<file path="src/rtl/aud_tx_pkg.sv">
package aud_tx_pkg;
  typedef enum logic {
    FMT_I2S = 1'b0,
    FMT_LJ  = 1'b1
  } aud_fmt_e;
endpackage

</file>
<file path="src/rtl/aud_tx_sync.sv">
module aud_tx_sync #(
  parameter int WIDTH  = 1,
  parameter int STAGES = 2
) (
  input  logic             clk,
  input  logic             rst_n,
  input  logic [WIDTH-1:0] d_i,
  output logic [WIDTH-1:0] q_o
);
  logic [WIDTH-1:0] stg_q [STAGES];

  always_ff @(posedge clk or negedge rst_n) begin
    if (!rst_n) begin
      for (int i = 0; i < STAGES; i++) stg_q[i] <= '0;
    end else begin
      stg_q[0] <= d_i;
      for (int i = 1; i < STAGES; i++) stg_q[i] <= stg_q[i-1];
    end
  end

  assign q_o = stg_q[STAGES-1];
endmodule

</file>
<file path="src/rtl/aud_tx_framer.sv">
module aud_tx_framer #(
  parameter int SLOT_W = 6
) (
  input  logic              clk,
  input  logic              rst_n,
  input  logic              sclk_i,
  input  logic              lrck_i,
  input  logic              cap_fall_i,
  output logic              launch_o,
  output logic              new_half_o,
  output logic              frame_start_o,
  output logic              lr_o,
  output logic [SLOT_W-1:0] slot_n_o,
  output logic [SLOT_W-1:0] slot_q_o
);
  logic              sclk_d_q, sclk_d_n;
  logic              lr_q, lr_n;
  logic [SLOT_W-1:0] slot_q, slot_nxt, slot_adv;
  logic              rise, fall, launch, new_half;

  // edge detection and slot advance
  always_comb begin
    rise     = sclk_i & ~sclk_d_q;
    fall     = ~sclk_i & sclk_d_q;
    launch   = cap_fall_i ? rise : fall;
    new_half = launch & (lrck_i != lr_q);
    if (new_half)          slot_adv = '0;
    else if (slot_q == '1) slot_adv = slot_q;
    else                   slot_adv = slot_q + 1'b1;
  end

  // next state
  always_comb begin
    sclk_d_n = sclk_i;
    lr_n     = launch ? lrck_i : lr_q;
    slot_nxt = launch ? slot_adv : slot_q;
  end

  always_ff @(posedge clk or negedge rst_n) begin
    if (!rst_n) begin
      sclk_d_q <= 1'b0;
      lr_q     <= 1'b0;
      slot_q   <= '0;
    end else begin
      sclk_d_q <= sclk_d_n;
      lr_q     <= lr_n;
      slot_q   <= slot_nxt;
    end
  end

  assign launch_o      = launch;
  assign new_half_o    = new_half;
  assign frame_start_o = new_half & ~lrck_i;
  assign lr_o          = lrck_i;
  assign slot_n_o      = slot_adv;
  assign slot_q_o      = slot_q;
endmodule

</file>
<file path="src/rtl/aud_tx_word.sv">
module aud_tx_word #(
  parameter int WORD_W = 20,
  parameter int SLOT_W = 6
) (
  input  logic              clk,
  input  logic              rst_n,
  input  logic              fmt_lj_i,
  input  logic              launch_i,
  input  logic              new_half_i,
  input  logic              frame_start_i,
  input  logic              lr_i,
  input  logic [SLOT_W-1:0] slot_n_i,
  input  logic [SLOT_W-1:0] slot_q_i,
  input  logic [WORD_W-1:0] left_i,
  input  logic [WORD_W-1:0] right_i,
  output logic              sdout_o
);
  import aud_tx_pkg::*;
  localparam int IDX_W = SLOT_W + 1;

  logic [WORD_W-1:0] l_hold_q, l_hold_n, r_hold_q, r_hold_n;
  logic              armed_q, armed_n, sdout_q, sdout_n;
  logic [WORD_W-1:0] word_cur, word_prev, shifted;
  logic [IDX_W-1:0]  lead, slot_ext, rel;
  logic              carry_case, bit_sel, grab;

  // bit selection
  always_comb begin
    grab       = launch_i & frame_start_i;
    word_cur   = frame_start_i ? left_i : (lr_i ? r_hold_q : l_hold_q);
    word_prev  = lr_i ? l_hold_q : r_hold_q;
    lead       = (aud_fmt_e'(fmt_lj_i) == FMT_LJ) ? '0 : IDX_W'(1);
    slot_ext   = {1'b0, slot_n_i};
    rel        = slot_ext - lead;
    shifted    = word_cur << rel;
    carry_case = new_half_i & (aud_fmt_e'(fmt_lj_i) == FMT_I2S)
               & (slot_q_i == SLOT_W'(WORD_W - 1));
    if (carry_case)
      bit_sel = word_prev[0];
    else if ((slot_ext >= lead) && (rel < IDX_W'(WORD_W)))
      bit_sel = shifted[WORD_W-1];
    else
      bit_sel = 1'b0;
  end

  // next state
  always_comb begin
    armed_n  = armed_q | grab;
    l_hold_n = grab ? left_i  : l_hold_q;
    r_hold_n = grab ? right_i : r_hold_q;
    sdout_n  = launch_i ? (armed_n & bit_sel) : sdout_q;
  end

  always_ff @(posedge clk or negedge rst_n) begin
    if (!rst_n) begin
      l_hold_q <= '0;
      r_hold_q <= '0;
      armed_q  <= 1'b0;
      sdout_q  <= 1'b0;
    end else begin
      l_hold_q <= l_hold_n;
      r_hold_q <= r_hold_n;
      armed_q  <= armed_n;
      sdout_q  <= sdout_n;
    end
  end

  assign sdout_o = sdout_q;

  p_quiet_unarmed_r1: assert property (@(posedge clk) disable iff (!rst_n)
    !armed_q |-> !sdout_q);

  p_hold_between_launch_r5: assert property (@(posedge clk) disable iff (!rst_n)
    !launch_i |=> $stable(sdout_q));

  p_latch_hold_r6: assert property (@(posedge clk) disable iff (!rst_n)
    !(launch_i && frame_start_i) |=> ($stable(l_hold_q) && $stable(r_hold_q)));

  p_lj_msb_first_r2: assert property (@(posedge clk) disable iff (!rst_n)
    (launch_i && frame_start_i && fmt_lj_i) |=> (sdout_q == $past(left_i[WORD_W-1])));

  p_tail_zero_r4: assert property (@(posedge clk) disable iff (!rst_n)
    (launch_i && !new_half_i && ({1'b0, slot_n_i} > IDX_W'(WORD_W))) |=> !sdout_q);
endmodule

</file>
<file path="src/rtl/aud_ser_tx.sv">
module aud_ser_tx #(
  parameter int WORD_W      = 20,
  parameter int SLOT_W      = 6,
  parameter int SYNC_STAGES = 2
) (
  input  logic              clk,
  input  logic              rst_n,
  input  logic              sclk,
  input  logic              lrck,
  input  logic              fmt_lj,
  input  logic              cap_fall,
  input  logic [WORD_W-1:0] left_smp,
  input  logic [WORD_W-1:0] right_smp,
  output logic              sdout
);
  logic       rst_sync_n;
  logic [1:0] clk_pair_s;
  logic       launch, new_half, frame_start, lr_now;
  logic [SLOT_W-1:0] slot_n, slot_q;

  aud_tx_sync #(.WIDTH(1), .STAGES(SYNC_STAGES)) u_rst_sync (
    .clk (clk), .rst_n (rst_n), .d_i (1'b1), .q_o (rst_sync_n)
  );

  aud_tx_sync #(.WIDTH(2), .STAGES(SYNC_STAGES)) u_clk_sync (
    .clk (clk), .rst_n (rst_sync_n), .d_i ({lrck, sclk}), .q_o (clk_pair_s)
  );

  aud_tx_framer #(.SLOT_W(SLOT_W)) u_framer (
    .clk           (clk),
    .rst_n         (rst_sync_n),
    .sclk_i        (clk_pair_s[0]),
    .lrck_i        (clk_pair_s[1]),
    .cap_fall_i    (cap_fall),
    .launch_o      (launch),
    .new_half_o    (new_half),
    .frame_start_o (frame_start),
    .lr_o          (lr_now),
    .slot_n_o      (slot_n),
    .slot_q_o      (slot_q)
  );

  aud_tx_word #(.WORD_W(WORD_W), .SLOT_W(SLOT_W)) u_word (
    .clk           (clk),
    .rst_n         (rst_sync_n),
    .fmt_lj_i      (fmt_lj),
    .launch_i      (launch),
    .new_half_i    (new_half),
    .frame_start_i (frame_start),
    .lr_i          (lr_now),
    .slot_n_i      (slot_n),
    .slot_q_i      (slot_q),
    .left_i        (left_smp),
    .right_i       (right_smp),
    .sdout_o       (sdout)
  );
endmodule

</file>
<file path="config.mk">
export PLATFORM = sky130hd
export DESIGN_NAME = aud_ser_tx
export DESIGN_NICKNAME = d
export VERILOG_FILES = /design/src/rtl/aud_tx_pkg.sv /design/src/rtl/aud_tx_sync.sv /design/src/rtl/aud_tx_framer.sv /design/src/rtl/aud_tx_word.sv /design/src/rtl/aud_ser_tx.sv
export SDC_FILE = /design/constraint.sdc
export NUM_CORES = 1
export LEC_CHECK = 0
export ABC_AREA = 1
export ABC_CLOCK_PERIOD_IN_PS = 3100
export BUFFER_PORTS_ARGS = -buffer_cell sky130_fd_sc_hd__buf_2
export CORE_ASPECT_RATIO = 0.6
export CORE_MARGIN = 2
export CORE_UTILIZATION = 45
export CTS_CLUSTER_DIAMETER = 200
export CTS_CLUSTER_SIZE = 24
export DETAILED_ROUTE_END_ITERATION = 10
export MAX_ROUTING_LAYER = met4
export PLACE_DENSITY = 0.66
export SLEW_MARGIN = 20
export SYNTH_ARGS = -nofsm -noshare
export SYNTH_HDL_FRONTEND = slang
export SYNTH_SLANG_ARGS = --single-unit
</file>
<file path="constraint.sdc">
create_clock -name clk -period 3.1 [get_ports clk]
set_input_delay 0.155 -clock clk [delete_from_list [all_inputs] [get_ports clk]]
set_output_delay 0.155 -clock clk [all_outputs]
set_load 0.005 [all_outputs]
</file>
Yosys cells after proc, flatten, opt, wreduce, memory -nomap -nowiden
Index checks and enable logic that the tools add are counted.
{ "word_totals": {"regBits": 56, "inputBits": 46, "out_inout_bits": 1, "elab_cells": 42} }
{ "op_classes": {"n_addsub": 2, "n_lt_le_gt_ge": 2, "eq_ne": 3, "shift": 1, "n_mux": 9, "bitwise_logic": 13, "n_reduce_logical": 1} }
{ "op_table": {"columns": ["cell", "count"], "rows": [
  ["2-to-1 mux 20 bit", 2],
  ["left shift 20 x 7 -> 20 bit", 1],
  ["2-to-1 mux 6 bit", 2],
  ["AND 1 bit", 8],
  ["greater-or-equal comparator 6 x 7 -> 1 bit", 1],
  ["less-than comparator 7 x 5 -> 1 bit, second input constant", 1],
  ["subtractor 6 x 7 -> 7 bit", 1],
  ["adder 6 x 1 -> 6 bit, second input constant", 1],
  ["== test 6 x 5 -> 1 bit, second input constant", 1],
  ["== test 6 bit, second input constant", 1],
  ["2-to-1 mux 1 bit", 5],
  ["NOT 1 bit", 4],
  ["logical AND 1 bit", 1],
  ["inequality test 1 bit", 1],
  ["bitwise OR 1 bit", 1]
]} }

Logic depth before layout (Yosys ltp)
{ "depth": {"depth_word": 11, "ltp_mapped": 17, "ltp_nobuf": 17} }

Cells and area by module
A second synthesis with hierarchy kept.
{ "hier_totals": {"cells_unflattened": 389, "hier_area_um2": 3139.3} }
{ "by_module_without_submodules": {"columns": ["module", "n_inst", "cells_per_inst", "area_each_um2", "seq_area_each_um2"], "rows": [
  ["aud_tx_word", 1, 297, 2417.3, 1051.0],
  ["aud_tx_framer", 1, 83, 553.0, 200.2],
  ["aud_tx_sync at u_clk_sync", 1, 6, 115.1, 100.1],
  ["aud_tx_sync at u_rst_sync", 1, 2, 50.0, 50.0],
  ["aud_ser_tx", 1, 1, 3.8, 0.0]
]} }

Worst setup path before layout
OpenSTA, ideal clock, no wires.
{ "synth_path": {"path_kind": "register to register", "startpoint": "register u_framer.slot_q[0], in the netlist u_framer.slot_q_o[0]", "endpoint": "register u_word.sdout_q, in the netlist u_word.sdout_o", "setup_ns": 0.116, "t_arrival_ns": 2.229, "required_time_ns": 2.984, "setup_slack_ns": 0.755, "path_stages_with_launch": 18, "n_path_buf": 0, "synth_period_minus_slack_ns": 2.345, "cell_sequence": "dfrtp_1 > ha_1 > nand3_2 > inv_2 > nand2_2 > xor2_1 > nand2_1 > ha_1 > ha_1 > inv_1 > nand3_1 > nand3_1 > nand3_1 > nand3_1 > nand2_1 > nand2_1 > nand2_1 > nand2_1"} }
{ "synth_via": {"elab_chain_len": 9, "elab_cells_between_ends": 14, "cone_classes": "add/sub: 2; order compare: 2; eq/ne: 2; shift: 1; mux: 4; bitwise: 2; reduce/logical: 1"} }
{ "synth_lines": {"columns": ["item", "line_no", "source"], "rows": [
  ["from (decl)", "aud_tx_framer.sv:18", "logic [SLOT_W-1:0] slot_q, slot_nxt, slot_adv;"],
  ["from (signal assigned)", "aud_tx_framer.sv:47", "slot_q <= slot_nxt;"],
  ["adder 6 x 1 -> 6 bit or == test 6 bit (tied branches)", "aud_tx_framer.sv:29, aud_tx_framer.sv:28", null],
  ["2-to-1 mux 6 bit", "aud_tx_framer.sv:28", "else if (slot_q == '1) slot_adv = slot_q;"],
  ["2-to-1 mux 6 bit", "aud_tx_framer.sv:27", "if (new_half) slot_adv = '0;"],
  ["subtractor 6 x 7 -> 7 bit", "aud_tx_word.sv:34", "rel = slot_ext - lead;"],
  ["less-than comparator 7 x 5 -> 1 bit", "aud_tx_word.sv:40", "else if ((slot_ext >= lead) && (rel < IDX_W'(WORD_W)))"],
  ["logical AND 1 bit", "aud_tx_word.sv:40", null],
  ["2-to-1 mux 1 bit", "aud_tx_word.sv:40", null],
  ["2-to-1 mux 1 bit (*)", "aud_tx_word.sv:38", "if (carry_case)"],
  ["AND 1 bit (*)", "aud_tx_word.sv:51", "sdout_n = launch_i ? (armed_n & bit_sel) : sdout_q;"],
  ["to (signal assigned)", "aud_tx_word.sv:64", "sdout_q <= sdout_n;"],
  ["to (decl)", "aud_tx_word.sv:22", "logic armed_q, armed_n, sdout_q, sdout_n;"]
]} }
Every way passes the cells marked *; elsewhere a longest branch is shown, timed or not.
A chain may end at the register's enable or synchronous reset.

Worst setup path after layout
Ends and elaborated chain as after synthesis.

==> results.py <==
metrics = {
    "run_status": {
        "outcome": "finished, final reports clean",
    },
    "layout": {
        "final_area_um2": 3420,
        "diodes": 0,
        "syn2layout_area_growth_pct": 13.8,
        "fillers": 627,
        "drive_above_1_share": 0.185,
        "nNetsFinal": 487,
    },
    "synth": {
        "ys_warn_count": 0,
        "synth_cell_types": 28,
        "syn-mean-instance-area_um2": 7.64,
        "synth-seq-cells": 56,
        "syn-num-nets": 442,
        "synth_cells": 393,
        "syn_area_um2": 3000,
        "synth-seq-area-share": 0.467,
    },
    "detailed_routing": {
        "dr.first_iter.drc_count": 153,
        "drc_errors": 0,
        "vias_per_cell": 5.10,
        "wl_per_cell_um": 13.2,
        "dr.pass1.iters": 5,
        "num_vias": 2665,
        "wl_um": 6920,
        "ant_nets": 0,
    },
    "worst_setup_path": {
        "worstSetupStartpoint": "u_framer.slot_q_o[0]",
        "cp_max_fo": 6,
        "crit_top_cell": "nand2_1",
        "worstPathCellList": "ha_1, nand3_2, inv_2, nand2_2, xor2_1, nand2_1, ha_1, ha_1, inv_1, nand3_1, nand3_1, nand3b_1, nand3_1, nand2_1, nand2_1, nand2_1, nand2_1",
        "cp_top_family": "adder cells",
        "r2r-end": "u_word.sdout_o",
        "worst-setup-path-type": "flip-flop to flip-flop",
        "cp-start-kind": "flip-flop",
        "regToRegSetupSlack_ps": 460,
        "path_buf_inv": 2,
        "arrival_ps": 2850,
        "cp-end-kind": "flip-flop",
        "crit_slowest_cell": "dfrtp_1",
        "cpPeakStageDelay_ps": 440,
        "critPathRequiredTime_ps": 3310,
        "rr_startpoint": "u_framer.slot_q_o[0]",
        "ff2ff_path_depth": 17,
    },
    "clock_tree": {
        "clk_latency_ps": 320,
        "cts_inserted_buffers": 5,
        "root_buffer": "clkbuf_8",
        "clock-sinks": 56,
        "cts_buffer_depth": 2,
        "htree_levels": 2,
        "cts_tree": "done",
        "cts.clk_slew.worst_paths_ps": 110,
    },
    "timing": {
        "fin_skew_ps": 16.5,
        "tightest_slew_ps": 719,
        "hold_slack_ps": 18.3,
        "final.min_clock_period_ps": 2640,
        "setup_tns_ps": 0,
        "rsz0062_at_grt": "no",
        "finalCritPeriodShare": 0.851,
        "report.final.slew_viol_count": 0,
        "finalHoldViolations": 0,
        "fmax_mhz": 379,
        "slew_headroom": 0.521,
        "setup_violations": 0,
    },
    "floorplan": {
        "dieArea_um2": 7360,
        "die_y_um": 67.3,
        "die_width_um": 109,
        "placementRows": 22,
        "start_util": 0.478,
        "io_pins": 47,
        "core_um2": 6280,
    },
    "global_routing": {
        "antenna_found_initial": 0,
        "grt-ovfl-total": 0,
        "grt_util_all_layers": 0.218,
        "grt_pass1_wl_um": 12000,
        "grt_max_degree": 45,
        "grt_pass1_vias": 2504,
    },
    "placed_design": {
        "port-buffer-count": 46,
        "place.gp.congestion": 0.931,
        "dp_hpwl_um": 5030,
        "place_area_um2": 3290,
    },
    "power": {
        "p_comb_frac": 0.389,
        "total_power_uw": 2460,
        "leakage_uw": 0.00177,
        "vdd_drop_max_mv": 0.272,
        "swShare": 0.392,
        "p_per_area_nw_per_um2": 719,
        "p_sw_uw": 964,
        "clkPwrFrac": 0.172,
        "pwr-share-seq": 0.439,
        "internal_power_uw": 1490,
    },
    "hold_path": {
        "hold_path.class": "input port to flip-flop",
        "min_from": "right_smp[15]",
        "whs_endpoint": "u_word.r_hold_q[15]",
        "whs_path_depth": 3,
    },
    "job": {
        "drv_cap": 0,
    },
}
==> area by class of cell <==
| cell class | instances | area [µm²] | area share |
|---|---|---|---|
| clock buffers | 5 | 68.8 | 0.0201 |
| clock inverters | 3 | 25.0 | 0.00732 |
| inverters | 39 | 146 | 0.0428 |
| multi-input cells | 278 | 1340 | 0.393 |
| flip-flops and latches | 56 | 1400 | 0.410 |
| well taps | 84 | 105 | 0.0307 |
| repair buffers | 58 | 328 | 0.0959 |
==> cell usage after synthesis <==
master    instances  area (µm²)
nand2_1         131         492
nand3_1          64         320
dfrtp_1          56        1400
o21ai_0          49         245
inv_1            35         131
buf_2             9        45.0
clkbuf_1          7        26.3
nand2_2           4        25.0
nand3_2           4        40.0
nand4_1           4        25.0
nor2_1            4        15.0
buf_6             3        33.8
ha_1              3        37.5
inv_2             3        11.3
nand2_4           2        22.5
nand3b_1          2        15.0
xor2_1            2        17.5
a21oi_1           1        5.00
buf_4             1        7.51
clkinv_1          1        3.75
conb_1            1        3.75
nor2_2            1        6.26
nor4_1            1        6.26
o21bai_1          1        7.51
or2_2             1        6.26
xnor2_1           1        8.76
xor2_2            1        16.3
xor2_4            1        27.5
==> cells in the final DEF, fill, tap and decap left out <==
cell type      Yosys  routed
clkinv_1           1       1
nand2_2            4       4
nand3_1           64      64
inv_2              3       3
nor2_1             4       4
o21bai_1           1       1
clkinvlp_4         0       1
nor4_1             1       1
o21ai_0           49      49
buf_2              9      46
clkbuf_8           0       5
a21oi_1            1       1
buf_4              1       9
nand2_1          131     131
nand2_4            2       2
inv_1             35      35
or2_2              1       1
xor2_2             1       1
nor2_2             1       1
nand3_2            4       4
nand4_1            4       4
conb_1             1       1
nand3b_1           2       2
ha_1               3       3
xnor2_1            1       1
dlygate4sd3_1      0       3
xor2_4             1       1
dfrtp_1           56      55
xor2_1             2       2
inv_6              0       2
dfrtp_2            0       1
==> worst min-delay path: cells and delay by family <==
family                 cells  cell delay (ps)
AND/OR/NAND/NOR            2               80
buffers and inverters      1               70
==> timing repair <==
action / CTS / global route
hold endpoints to repair: 4 / 0
hold buffers: 3 / 0
gates resized for setup: 0 / 0
setup buffers: 0 / 0
==> metrics by stage <==
stage / utilization / setup slack, ps / instances
finish: 0.545 / 463 / 523
global route: 0.545 / 123 / 523
CTS: 0.545 / 468 / 523
detailed placement: 0.525 / 489 / 512
global placement: 0.525 / 583 / 512
floorplan: - / 755 / 393
==> cells by family (layout without fill, tap and decap cells) <==
logic type                 count (synthesis)  after routing  share of synthesized area
adders and majority gates                  3              3                     0.0125
DFF                                       56             56                      0.467
AOI/OAI and AO/OA                         51             51                     0.0858
other                                      1              1                    0.00125
buffers and inverters                     59            105                     0.0863
and+or+nand+nor                          218            218                      0.324
xor gates and xnor gates                   5              5                     0.0233
==> power groups by stage <==
| stage | sequential, µW | combinational (µW) | clock [µW] |
|---|---|---|---|
| 2_1_floorplan | 1050 | 754 | 0 |
| 3_3_place_gp | 1080 | 938 | 0 |
| 3_5_place_dp | 1100 | 952 | 0 |
| 4_1_cts | 1080 | 963 | 438 |
| 5_1_grt | 1100 | 1120 | 473 |
| 6_report | 1080 | 956 | 423 |
==> state kept, by name (all words and copies together) (netlist names) <==
name,cells
u_framer.sclk_d_q,1
u_word.armed_q,1
u_rst_sync.stg_q,1
u_clk_sync.q_o,2
u_framer.slot_q_o,6
u_framer.lr_q,1
u_word.r_hold_q,20
u_rst_sync.q_o,1
u_word.l_hold_q,20
u_clk_sync.stg_q,2
u_word.sdout_o,1
==> worst max path at each step <==
| stage | endpoint | slack, ps | depth (start not counted) |
|---|---|---|---|
| after detailed placement | u_word.sdout_o | 490 | 17 |
| after floorplan | u_word.sdout_o | 750 | 17 |
| final | u_word.sdout_o | 460 | 17 |
| after global routing | u_word.sdout_o | 120 | 17 |
| after global placement | u_word.sdout_o | 580 | 17 |
| after CTS | u_word.sdout_o | 470 | 17 |
==> routing by layer <==
layer	vias to the layer above	global-route usage	wire, µm
li1	1352	-	-
met1	1244	0.321	3470
met2	64	0.320	3000
met3	5	0.0376	417
met4	0	0.0380	36
met5	-	-	0
Note: power is estimated with default switching activity, not from simulation.
